**config.mk**
```make
export PLATFORM = sky130hd
export DESIGN_NAME = regbank_dbuf
export DESIGN_NICKNAME = d
export VERILOG_FILES = /design/src/rtl/regbank_dbuf_pkg.sv /design/src/rtl/regbank_dbuf_timer.sv /design/src/rtl/regbank_dbuf_edge_sync.sv /design/src/rtl/regbank_dbuf_bank.sv /design/src/rtl/regbank_dbuf.sv
export SDC_FILE = /design/constraint.sdc
export NUM_CORES = 1
export LEC_CHECK = 0
export CAP_MARGIN = 20
export CORE_UTILIZATION = 56
export DETAILED_ROUTE_END_ITERATION = 7
export HOLD_SLACK_MARGIN = 0.1
export PLACE_DENSITY = 0.8
export SETUP_SLACK_MARGIN = 0.3
export SKIP_CTS_REPAIR_TIMING = 1
export SLEW_MARGIN = 20
export SYNTH_ARGS = -nofsm -noshare
export SYNTH_HDL_FRONTEND = slang
export SYNTH_SLANG_ARGS = --single-unit
export TNS_END_PERCENT = 5
```
**constraint.sdc**
```tcl
create_clock -name clk -period 3 [get_ports clk]
set_input_delay 0.6 -clock clk [delete_from_list [all_inputs] [get_ports clk]]
set_output_delay 0.6 -clock clk [all_outputs]
set_load 0.1 [all_outputs]
```
**src/rtl/regbank_dbuf_pkg.sv**
```systemverilog
package regbank_dbuf_pkg;

    // Low nibble of the control byte; bit 0 is the source select.
    typedef struct packed {
        logic lsb_first;
        logic hold_clr;
        logic clr_pulse;
        logic int_upd;
    } ctrl_t;

    localparam int CTRL_W   = $bits(ctrl_t);
    localparam int CLR_BIT  = 1;
    localparam logic [7:0] CTRL_DEFAULT = 8'h01;

    // Reset value of byte idx of the bank.
    function automatic logic [7:0] default_byte(input int idx,
                                                input int rate_bytes,
                                                input logic [63:0] def_rate);
        logic [7:0] b;
        if (idx < rate_bytes)
            b = def_rate[idx*8 +: 8];
        else if (idx == rate_bytes)
            b = CTRL_DEFAULT;
        else
            b = 8'h00;
        return b;
    endfunction

endpackage

```
**src/rtl/regbank_dbuf_timer.sv**
```systemverilog
module regbank_dbuf_timer #(
    parameter int RATE_W = 32
) (
    input  logic              clk,
    input  logic              rst,
    input  logic              run,
    input  logic [RATE_W-1:0] reload,
    output logic              tick
);
    logic [RATE_W-1:0] cnt_q;

    assign tick = run && (cnt_q == '0);

    always_ff @(posedge clk) begin
        if (rst) begin
            cnt_q <= '0;
        end else if (!run) begin
            cnt_q <= '0;
        end else if (cnt_q == '0) begin
            cnt_q <= reload;
        end else begin
            cnt_q <= cnt_q - 1'b1;
        end
    end
endmodule

```
**src/rtl/regbank_dbuf_edge_sync.sv**
```systemverilog
module regbank_dbuf_edge_sync (
    input  logic clk,
    input  logic rst,
    input  logic pin_i,
    input  logic enable,
    output logic pulse
);
    logic meta_q, sync_q, last_q;

    always_ff @(posedge clk) begin
        if (rst) begin
            meta_q <= 1'b0;
            sync_q <= 1'b0;
            last_q <= 1'b0;
        end else begin
            meta_q <= pin_i;
            sync_q <= meta_q;
            last_q <= sync_q;
        end
    end

    assign pulse = enable && sync_q && !last_q;
endmodule

```
**src/rtl/regbank_dbuf_bank.sv**
```systemverilog
module regbank_dbuf_bank
    import regbank_dbuf_pkg::*;
#(
    parameter int          NUM_BYTES  = 12,
    parameter int          RATE_BYTES = 4,
    parameter logic [63:0] DEF_RATE   = 64'd64,
    parameter int          ADDR_W     = 4,
    localparam int         BANK_W     = NUM_BYTES * 8,
    localparam int         RATE_W     = RATE_BYTES * 8,
    localparam int         CTRL_IDX   = RATE_BYTES
) (
    input  logic              clk,
    input  logic              rst,
    input  logic              wr_en,
    input  logic [ADDR_W-1:0] wr_addr,
    input  logic [7:0]        wr_data,
    input  logic              xfer,
    output logic [RATE_W-1:0] rate_sh_o,
    output logic [BANK_W-1:0] active_o
);
    for (genvar i = 0; i < NUM_BYTES; i++) begin : g_byte
        localparam logic [7:0] DEF = default_byte(i, RATE_BYTES, DEF_RATE);
        logic [7:0] sh_q;
        logic [7:0] act_q;

        always_ff @(posedge clk) begin
            if (rst) begin
                sh_q <= DEF;
            end else if (wr_en && (wr_addr == ADDR_W'(i))) begin
                sh_q <= wr_data;
            end
        end

        if (i == CTRL_IDX) begin : g_ctrl
            // One-shot bit falls back to zero in the active copy only.
            always_ff @(posedge clk) begin
                if (rst) begin
                    act_q <= DEF;
                end else if (xfer) begin
                    act_q <= sh_q;
                end else begin
                    act_q[CLR_BIT] <= 1'b0;
                end
            end
        end else begin : g_plain
            always_ff @(posedge clk) begin
                if (rst) begin
                    act_q <= DEF;
                end else if (xfer) begin
                    act_q <= sh_q;
                end
            end
        end

        if (i < RATE_BYTES) begin : g_rate
            assign rate_sh_o[i*8 +: 8] = sh_q;
        end

        assign active_o[i*8 +: 8] = act_q;
    end
endmodule

```
**src/rtl/regbank_dbuf.sv**
```systemverilog
module regbank_dbuf
    import regbank_dbuf_pkg::*;
#(
    parameter int          NUM_BYTES  = 12,
    parameter int          RATE_BYTES = 4,
    parameter logic [63:0] DEF_RATE   = 64'd64,
    parameter int          ADDR_W     = (NUM_BYTES > 1) ? $clog2(NUM_BYTES) : 1
) (
    input  logic                   clk,
    input  logic                   rst,
    input  logic                   wr_en,
    input  logic [ADDR_W-1:0]      wr_addr,
    input  logic [7:0]             wr_data,
    input  logic                   upd_pin_i,
    output logic                   upd_pin_o,
    output logic                   upd_pin_oe,
    output logic                   xfer_o,
    output logic [NUM_BYTES*8-1:0] act_bank_o,
    output logic                   int_mode_o,
    output logic                   clr_acc_o,
    output logic                   hold_clr_o,
    output logic                   lsb_first_o
);
    localparam int RATE_W   = RATE_BYTES * 8;
    localparam int CTRL_IDX = RATE_BYTES;

    logic [RATE_W-1:0]      rate_sh;
    logic [NUM_BYTES*8-1:0] act_bank;
    ctrl_t                  act_ctrl;
    logic                   int_tick;
    logic                   ext_tick;
    logic                   xfer;

    assign act_ctrl = ctrl_t'(act_bank[CTRL_IDX*8 +: CTRL_W]);

    // Internal timer reloads with the rate being transferred at its own tick.
    regbank_dbuf_timer #(.RATE_W(RATE_W)) u_timer (
        .clk    (clk),
        .rst    (rst),
        .run    (act_ctrl.int_upd),
        .reload (rate_sh),
        .tick   (int_tick)
    );

    regbank_dbuf_edge_sync u_sync (
        .clk    (clk),
        .rst    (rst),
        .pin_i  (upd_pin_i),
        .enable (!act_ctrl.int_upd),
        .pulse  (ext_tick)
    );

    assign xfer = !rst && (int_tick || ext_tick);

    regbank_dbuf_bank #(
        .NUM_BYTES  (NUM_BYTES),
        .RATE_BYTES (RATE_BYTES),
        .DEF_RATE   (DEF_RATE),
        .ADDR_W     (ADDR_W)
    ) u_bank (
        .clk       (clk),
        .rst       (rst),
        .wr_en     (wr_en),
        .wr_addr   (wr_addr),
        .wr_data   (wr_data),
        .xfer      (xfer),
        .rate_sh_o (rate_sh),
        .active_o  (act_bank)
    );

    assign xfer_o      = xfer;
    assign act_bank_o  = act_bank;
    assign int_mode_o  = act_ctrl.int_upd;
    assign clr_acc_o   = act_ctrl.clr_pulse;
    assign hold_clr_o  = act_ctrl.hold_clr;
    assign lsb_first_o = act_ctrl.lsb_first;
    assign upd_pin_oe  = act_ctrl.int_upd;
    assign upd_pin_o   = act_ctrl.int_upd && int_tick && !rst;
endmodule

```
==> results.md <==
- Unique masters post-synth: between 40 and 50
- Final hold vios: 0
- Commonest cells after routing, fill and taps aside: 226 x dfxtp_1, 192 x nand2b_1, 189 x mux2i_1
- Max Clock Freq: 351 MHz
- Critical path required time: 2.40 ns
- # fillers: between 1000 and 1500
- Hold Crit Class: input port to flop
- Critical Path AT: 2.25 ns
- Initial antenna violation count: 0
- Pin count of the biggest net entering global routing: 167
- Register area share after synthesis: 0.470
- All-Layer GR Usage: 0.228
- Die Wd: 133 um
- Layout cell share with drive strength beyond 1: 0.170
- Unrepaired setup endpoints after global routing: true
- Setup CP Type: flop to primary output
- Total CTS buffers: 23
- Fin nets: 1095
- DRC: 0
- Post-detail-place hpwl: between 10000 and 15000 um
- Yosys warns: 0
- Clock latency on the worst-skew pair: slightly below 0.5 ns
- Synth Register Bits: 227
- Run status: complete, no violations
- ANT cells: 0
- Placer congestion estimate: 0.879
- Synthesized area: 9660 sq um
- IO Count: 119
- Drt first pass iters: 5
- Area grow syn2layout: 19.8%
- Global route overflow: 0
- Post-Synthesis Cells: between 900 and 1000
- CTS H-tree lvls: 1
- Max_slew headroom: 0.387
- Die ar.: 17800 sq um
- Reg clk slew, reported paths: 0.06 ns
- I/O Buffers: 118
- Static Leak: around 5.1 nW
- Layout Cells excl Fill: 1310
- Final Max Slew Viols: 0
- Hold path depth: 3
- Routed len/inst: 15.5 um
- Worst-Margin Slew: 0.920 ns
- Root Driver: clkbuf_16
- DRT antenna net count: 0
- Vias in the first global route: 6470
- Setup TNS: 0 ns
- Worst setup SP type: flop
- Routed WL: 20300 um
- DR vias/cell: about 5.3
- Total number of vias: 6917
- CTS Sinks: 227
- Crit end category: primary output
- R2R depth: 9
- Starting Density: 0.578
- # rows: 47
- Setup violators final: 0
- Clk buf depth: 3
- Max Cap Viol: 0
- Most common cell after layout, fill and taps aside: dfxtp_1
- Inst Count DP: 1269
- Core Box Area: 16700 sq um
- Global-route wire length before repair: 33000 um
- Die height: 133 um
- Avg Cell Area, Syn: just under 10 sq um
- DR iter-0 viols: about 530
- CTS tree: yes
- Setup Skew: 0.0102 ns
- Maximum fanout along the worst path: 5
- Minimum clock period: 2.85 ns
- PwrDens: between 700 and 800 nW/um^2
- IR drop worst, VDD: 0.454 mV
- Tcrit/Tclk final: 0.950
- Syn_nets: 1001
-- power by group --
group,switching (W),internal [W]
registers,0.000167,0.00318
logic,0.00122,0.000875
clock network,0.00112,0.00181
total,0.00251,0.00586
-- kinds of logic (layout without fill, tap and decap cells) --
family	Yosys count	count (layout)	share of synthesized area
AO/OA/AOI/OAI	60	60	0.0350
AND/OR/NAND/NOR	401	401	0.235
buffers and inverters	78	185	0.0378
adder cells (fa/ha/maj)	2	2	0.00259
multiplexers	189	189	0.196
XOR/XNOR	26	26	0.0236
flip-flops	227	227	0.470
-- registers in the layout, indices dropped and copies added, names as in the netlist --
| name | cells |
|---|---|
| u_bank.g_byte.act_q | 96 |
| u_bank.g_byte.sh_q | 96 |
| u_sync.last_q | 1 |
| u_sync.meta_q | 1 |
| u_sync.sync_q | 1 |
| u_timer.cnt_q | 32 |
-- cell type report --
type	count	area, sq um	area share
repair buffers	142	1150	0.0998
flip-flops and latches	227	4550	0.393
well taps	220	275	0.0238
clock inverters	3	65.1	0.00562
clock buffers	35	721	0.0622
inverters	5	18.8	0.00162
multi-input cells	678	4800	0.414
-- critical path: stages, from the launching register on --
cell and delay [ns]:
dfxtp_2 0.34, or3_4 0.39, or3_4 0.36, nor2_4 0.18, a31oi_4 0.13, nor2_4 0.17
buf_12 0.18
-- metal layers --
metal / GRT usage / part of all wire
met5: 0 / 0
met4: 0.0518 / 0.013
met3: 0.0361 / 0.043
met2: 0.375 / 0.47
met1: 0.315 / 0.48
-- synthesized netlist by cell type, drive strengths merged --
cell type | number | area share
a211o | 2 | 0.0018
a211oi | 8 | 0.0062
a21oi | 22 | 0.011
a31oi | 1 | 0.00065
and3 | 3 | 0.0019
and3b | 2 | 0.0018
and4b | 1 | 0.0010
buf | 21 | 0.016
clkbuf | 52 | 0.020
dfxtp | 227 | 0.47
ha | 2 | 0.0026
inv | 5 | 0.0019
mux2i | 189 | 0.20
nand2 | 8 | 0.0031
nand2b | 192 | 0.12
nand3 | 6 | 0.0031
nand3b | 3 | 0.0023
nand4 | 6 | 0.0039
nand4b | 1 | 0.00091
nor2 | 129 | 0.051
nor2b | 6 | 0.0039
nor3 | 14 | 0.0073
nor3b | 5 | 0.0044
nor4 | 15 | 0.017
nor4b | 3 | 0.0034
o21a | 1 | 0.00078
o21ai | 24 | 0.012
o21bai | 1 | 0.00078
o311ai | 1 | 0.00091
or2 | 1 | 0.00065
or3 | 5 | 0.0038
or4 | 1 | 0.0012
xnor2 | 19 | 0.017
xor2 | 7 | 0.0063
-- metrics by stage --
step	instance area [sq um]	hold WS, ns	total power, W	setup WS [ns]	util
floorplan	9670	0.414	0.00502	0.156	-
global placement	10700	0.424	0.00542	0.569	0.643
detailed placement	10700	0.433	0.00543	0.530	0.643
CTS	11500	0.427	0.00837	0.00163	0.691
global route	11600	0.469	0.00874	0.0567	0.693
finish	11600	0.440	0.00837	0.149	0.693
-- final timing paths --
path / from / to / slack [ns]
max reg2reg: u_timer.cnt_q[0]$_SDFF_PP0_ / u_bank.g_byte[9].act_q[7]$_SDFFE_PP0P_ / 0.58
min reg2reg: u_sync.meta_q$_SDFF_PP0_ / u_sync.sync_q$_SDFF_PP0_ / 0.45
max: u_timer.cnt_q[16]$_SDFF_PP0_ / xfer_o / 0.15
min: rst / u_bank.g_byte[3].act_q[3]$_SDFFE_PP0P_ / 0.44
No activity file was read; power rests on OpenSTA's default activity.
